==> config.mk <==
export PLATFORM = sky130hd
export DESIGN_NAME = svc_watchdog
export DESIGN_NICKNAME = d
export VERILOG_FILES = /design/src/rtl/svc_wd_pkg.sv /design/src/rtl/svc_wd_cfg.sv /design/src/rtl/svc_wd_span.sv /design/src/rtl/svc_wd_fsm.sv /design/src/rtl/svc_watchdog.sv
export SDC_FILE = /design/constraint.sdc
export NUM_CORES = 1
export LEC_CHECK = 0
export CAP_MARGIN = 20
export CORE_MARGIN = 2
export CORE_UTILIZATION = 60
export CTS_CLUSTER_SIZE = 8
export DETAILED_ROUTE_END_ITERATION = 10
export PLACE_DENSITY_LB_ADDON = 0.05
export SYNTH_ARGS = -nofsm -noshare
export SYNTH_HDL_FRONTEND = slang
export SYNTH_SLANG_ARGS = --single-unit
==> constraint.sdc <==
create_clock -name clk -period 10.3 [get_ports clk]
set_input_delay 3.09 -clock clk [delete_from_list [all_inputs] [get_ports clk]]
set_output_delay 3.09 -clock clk [all_outputs]
set_load 0.005 [all_outputs]
==> src/rtl/svc_wd_pkg.sv <==
package svc_wd_pkg;

    localparam int CODE_W     = 4;
    localparam int MAX_CODE   = 11;
    localparam int BASE_SHIFT = 3;
    localparam int LEN_W      = BASE_SHIFT + MAX_CODE + 1;
    localparam int AGE_W      = LEN_W + 1;
    localparam int CFG_W      = 4 + 3 * CODE_W;
    localparam int N_SPANS    = 3;

    typedef enum logic [1:0] {
        WD_IDLE,
        WD_SHUT,
        WD_OPEN,
        WD_FIRE
    } wd_state_t;

    typedef struct packed {
        logic [CODE_W-1:0] warn_code;
        logic [CODE_W-1:0] shut_code;
        logic [CODE_W-1:0] tmo_code;
        logic              stby_run;
        logic              lock_on;
        logic              win_en;
        logic              run_en;
    } wd_cfg_t;

endpackage

==> src/rtl/svc_wd_cfg.sv <==
module svc_wd_cfg
    import svc_wd_pkg::*;
(
    input  logic             clk,
    input  logic             por_n,
    input  logic             wr_en,
    input  logic [CFG_W-1:0] wr_data,
    output wd_cfg_t          cfg,
    output logic             active
);

    wd_cfg_t cfg_q;
    wd_cfg_t wr_fields;

    assign wr_fields = wd_cfg_t'(wr_data);

    always_ff @(posedge clk or negedge por_n) begin
        if (!por_n) begin
            cfg_q <= '0;
        end else if (wr_en) begin
            cfg_q         <= wr_fields;
            cfg_q.lock_on <= cfg_q.lock_on | wr_fields.lock_on;
        end
    end

    assign cfg    = cfg_q;
    assign active = cfg_q.run_en | cfg_q.lock_on;


    lock_sticky_chk: assert property (@(posedge clk) disable iff (!por_n)
        cfg_q.lock_on |=> cfg_q.lock_on);

endmodule

==> src/rtl/svc_wd_span.sv <==
module svc_wd_span
    import svc_wd_pkg::*;
(
    input  logic [CODE_W-1:0] code,
    output logic [LEN_W-1:0]  len
);

    logic [CODE_W-1:0] eff_code;

    always_comb begin
        eff_code = (code > CODE_W'(MAX_CODE)) ? CODE_W'(MAX_CODE) : code;
        len      = LEN_W'(1) << (eff_code + CODE_W'(BASE_SHIFT));
    end

endmodule

==> src/rtl/svc_wd_fsm.sv <==
module svc_wd_fsm
    import svc_wd_pkg::*;
(
    input  logic             clk,
    input  logic             por_n,
    input  logic             active,
    input  logic             win_en,
    input  logic             stby_run,
    input  logic [LEN_W-1:0] tmo_len,
    input  logic [LEN_W-1:0] shut_len,
    input  logic [LEN_W-1:0] warn_len,
    input  logic             tick,
    input  logic             standby,
    input  logic             kick,
    output logic             rst_req,
    output logic             warn
);

    wd_state_t        state, state_n;
    logic [AGE_W-1:0] age, age_n, age_inc, end_len;
    logic             warned, warned_n;
    logic             warn_q, warn_n;
    logic             counted;
    wd_state_t        start_st;

    always_ff @(posedge clk or negedge por_n) begin
        if (!por_n) begin
            state  <= WD_IDLE;
            age    <= '0;
            warned <= 1'b0;
            warn_q <= 1'b0;
        end else begin
            state  <= state_n;
            age    <= age_n;
            warned <= warned_n;
            warn_q <= warn_n;
        end
    end

    always_comb begin
        counted  = tick & (~standby | stby_run);
        age_inc  = age + AGE_W'(1);
        start_st = win_en ? WD_SHUT : WD_OPEN;
        end_len  = win_en ? (AGE_W'(shut_len) + AGE_W'(tmo_len)) : AGE_W'(tmo_len);
        state_n  = state;
        age_n    = age;
        warned_n = warned;
        warn_n   = 1'b0;

        if (!active) begin
            state_n  = WD_IDLE;
            age_n    = '0;
            warned_n = 1'b0;
        end else begin
            unique case (state)
                WD_IDLE: begin
                    state_n  = start_st;
                    age_n    = '0;
                    warned_n = 1'b0;
                end
                WD_SHUT: begin
                    if (kick) begin
                        state_n = WD_FIRE;
                    end else if (counted) begin
                        age_n = age_inc;
                        if (!warned && age_inc >= AGE_W'(warn_len)) begin
                            warn_n   = 1'b1;
                            warned_n = 1'b1;
                        end
                        if (age_inc >= AGE_W'(shut_len)) begin
                            state_n = WD_OPEN;
                        end
                    end
                end
                WD_OPEN: begin
                    if (kick) begin
                        state_n  = start_st;
                        age_n    = '0;
                        warned_n = 1'b0;
                    end else if (counted) begin
                        age_n = age_inc;
                        if (!warned && age_inc >= AGE_W'(warn_len)) begin
                            warn_n   = 1'b1;
                            warned_n = 1'b1;
                        end
                        if (age_inc >= end_len) begin
                            state_n = WD_FIRE;
                        end
                    end
                end
                WD_FIRE: begin
                    state_n  = start_st;
                    age_n    = '0;
                    warned_n = 1'b0;
                end
            endcase
        end
    end

    always_comb begin
        rst_req = (state == WD_FIRE);
        warn    = warn_q;
    end


    fire_single_chk: assert property (@(posedge clk) disable iff (!por_n)
        rst_req |=> !rst_req);


    warn_single_chk: assert property (@(posedge clk) disable iff (!por_n)
        warn |=> !warn);


    early_kick_chk: assert property (@(posedge clk) disable iff (!por_n)
        (state == WD_SHUT && kick && active) |=> rst_req);


    idle_quiet_chk: assert property (@(posedge clk) disable iff (!por_n)
        !active |=> (!rst_req && !warn));


    stby_hold_chk: assert property (@(posedge clk) disable iff (!por_n)
        (active && state == WD_OPEN && !kick && standby && !stby_run) |=> $stable(age));

endmodule

==> src/rtl/svc_watchdog.sv <==
module svc_watchdog
    import svc_wd_pkg::*;
(
    input  logic             clk,
    input  logic             por_n,
    input  logic             cfg_we,
    input  logic [CFG_W-1:0] cfg_wdata,
    input  logic             tick,
    input  logic             standby,
    input  logic             kick,
    output logic             rst_req,
    output logic             warn
);

    wd_cfg_t           cfg;
    logic              active;
    logic [CODE_W-1:0] codes [N_SPANS];
    logic [LEN_W-1:0]  lens  [N_SPANS];

    svc_wd_cfg u_cfg (
        .clk     (clk),
        .por_n   (por_n),
        .wr_en   (cfg_we),
        .wr_data (cfg_wdata),
        .cfg     (cfg),
        .active  (active)
    );

    assign codes[0] = cfg.tmo_code;
    assign codes[1] = cfg.shut_code;
    assign codes[2] = cfg.warn_code;

    for (genvar g = 0; g < N_SPANS; g++) begin : g_span
        svc_wd_span u_span (
            .code (codes[g]),
            .len  (lens[g])
        );
    end

    svc_wd_fsm u_fsm (
        .clk      (clk),
        .por_n    (por_n),
        .active   (active),
        .win_en   (cfg.win_en),
        .stby_run (cfg.stby_run),
        .tmo_len  (lens[0]),
        .shut_len (lens[1]),
        .warn_len (lens[2]),
        .tick     (tick),
        .standby  (standby),
        .kick     (kick),
        .rst_req  (rst_req),
        .warn     (warn)
    );

endmodule

==> reports/results.ini <==
[clock_tree]
post_cts_resized = 0
path_clk_slew_ns = 0.09
insertion_delay_ns = 0.30
cts_root_buf = clkbuf_8
h-tree-depth = 2
cts_sinks = 36
cts_tree = yes
post-cts-setup-buffers = 0
cts_hold_buf = 0
numCtsBuffers = 5
cts_buffer_depth = 2

[place]
gp_congestion = 0.893
port_buffers = 23
pre_cts_slack_ns = 4.85
hpwl_um = 7660

[yosys]
synth-seq-cells = 36
yosysSeqAreaShare_pct = 21.8
yosys.area.top_type_share_pct = 21.8
syn_area_per_cell_um2 = 8.31
yosysUniqueCellTypes = 65
synth_edf_count = 0
async_flop_share_pct = 100
syn_inst = 498
synth_ff_type = dfrtp_1
synth_area_leaders = dfrtp_1, ha_1, nand2_1
yosys.area.top_type = dfrtp_1
synth.cell_area_um2 = 4140
yosysWarnings = 0
synth_most_common_cell = ha_1
netlist_top_cells_count = ha_1, nand2_1, nor2_1

[die]
die_h_um = 87.0
die-area_um2 = 7570
io_pins = 24
initial_core_util_pct = 61.6
fp-row-count = 30
core_um2 = 6720
die_width_um = 87.0

[timing]
tightest_slew_ns = 1.05
rsz0062_at_grt = no
fmax_mhz = 199
slew_headroom_pct = 29.9
worst_slack_ns = 5.27
fin_skew_ns = 0.00727
slew_viol_final = 0
fin_setup_tns_ns = 0
finalHoldViolCount = 0
setup_viol = 0
period_minus_slack_ns = 5.03
timing.final.crit_share_pct = 48.9

[grt]
grt_pass1_wl_um = 15800
busiest_layer = met2
grt_pass1_vias = 3385
grt_usage_pct = 26.4
met2_usage_pct = 42.5
antenna_found_initial = 0
use_met1_pct = 37.0
grt_max_degree = 37
grt-ovfl-total = 0
gr-usage-met3_pct = 4.55

[pwr]
pwr-share-clk_pct = 24.4
powerDensity_nw_per_um2 = 118
power_frac_seq_pct = 33.4
p_switching_uw = 208
power_leakage_uw = 0.00222
power_frac_comb_pct = 42.2
power.ir.vdd_worst_mv = 0.111
swShare_pct = 38.8
p_total_uw = 537
p_int_uw = 329

[setup_path]
slowest_delay_ns = 0.89
reg2reg_depth = 16
path_common_cell = nor2b_1
start_kind = primary input
cp_data_arrival_time_ns = 5.17
critPathMaxFanout = 15
critPathSlowestCell = nor2b_1
crit_chain = clkdlybuf4s50_1, nor2b_1, o22ai_1, nor2b_1, nor2_1
crit_path_end_kind = flop
reg2reg_from = u_cfg.cfg[7]
critical_path_class = primary input to flop
r2r_setup_slack_ns = 5.96
critPathRequiredTime_ns = 10.44
r2r_end = u_fsm.state[0]

[detailed_routing]
wirelength_um = 9600
drtIter0Drc = 266
antenna_left = 0
drtPass1Iterations = 5
viasPerCell = 6.07
dr_total_vias = 3687
drcViolationCount = 0
wl_per_cell_um = 15.8

[min_path]
hp-class = flop to flop
hold_depth = 1
worstHoldEndpoint = u_cfg.cfg[3]
min_from = u_cfg.cfg[3]

[job]
cap_violations = 0

[cells_and_area]
num_antenna_cells = 0
layout-drive-gt1-share_pct = 7.02
syn2layout_area_growth_pct = 9.77
fillers = 562
nNetsFinal = 615

[run_status]
status = completed

-- how the worst max path moves through the flow --
stage | startpoint | end | cells past startpoint
finish | kick | u_fsm.age[6] | 5
global route | kick | u_fsm.age[8] | 5
CTS | standby | u_fsm.age[7] | 7
detailed placement | standby | u_fsm.age[7] | 7
global placement | standby | u_fsm.age[10] | 7
floorplan | kick | u_fsm.state[0] | 5
-- placed cells by master (no fill, tap or decap), types with 6 or more instances in the layout --
master	count
nor3_1	18
mux2i_1	6
a31oi_1	7
xor2_1	16
a211oi_1	12
conb_1	14
nor2b_1	12
nand2b_1	12
dfrtp_1	36
o21ai_0	24
a21oi_1	24
xnor2_1	12
inv_1	31
clkdlybuf4s50_1	22
nor2_1	46
a21o_1	14
ha_1	66
nand3_1	11
mux2_2	14
nand2_1	49
-- registers in the layout (all words and copies together), names as in the netlist --
signal        flops
u_cfg.cfg        16
u_fsm.age        16
u_fsm.state       2
u_fsm.warn        1
u_fsm.warned      1
-- metrics by stage --
| stage | cell area, um^2 | instances | util [%] | hold slack (ns) |
|---|---|---|---|---|
| finish | 4540 | 607 | 67.6 | 0.515 |
| global route | 4540 | 607 | 67.6 | 0.529 |
| CTS | 4530 | 606 | 67.5 | 0.516 |
| detailed placement | 4420 | 598 | 65.8 | 0.495 |
| global placement | 4420 | 598 | 65.8 | 0.490 |
| floorplan | 4180 | 510 | - | 0.467 |
-- worst max-delay path, delay by kind of cell --
| kind | cells | cell delay, ns |
|---|---|---|
| simple gates | 3 | 1.11 |
| compound gates | 1 | 0.40 |
| buf+inv | 1 | 0.57 |
-- layer usage --
metal  vias to the layer above  wire length [um]
met1                      1701              4600
met5                         -                 0
met3                        21               533
met4                         0               153
met2                       112              4320
li1                       1853                 -
-- cells by family (layout without fill, tap and decap cells) --
kind of cell    Yosys count  after routing  share of synthesized area, %
simple gates            186            186                          23.0
compound gates          113            113                          18.4
fa+ha+maj                67             67                          20.4
buf+inv                  46             63                          4.96
flops                    36             36                          21.8
xor+xnor                 28             28                          5.93
mux                      20             20                          5.26
other cells               2             14                         0.182
-- layout make-up --
cell class | count | area (um^2) | area share [%]
clock inverters | 3 | 46.3 | 1.02
well taps | 80 | 100 | 2.20
repair buffers | 24 | 233 | 5.13
multi-input cells | 428 | 3080 | 67.7
clock buffers | 5 | 68.8 | 1.52
inverters | 31 | 116 | 2.56
flip-flops and latches | 36 | 901 | 19.8
-- power by group through the flow --
stage,Sequential [uW],Clock (uW),Combinational (uW)
after global placement,181,0,218
after global routing,182,141,256
after floorplan,171,0,174
final,179,131,227
after CTS,179,133,225
after detailed placement,181,0,223
No activity file was read; power rests on OpenSTA's default activity.
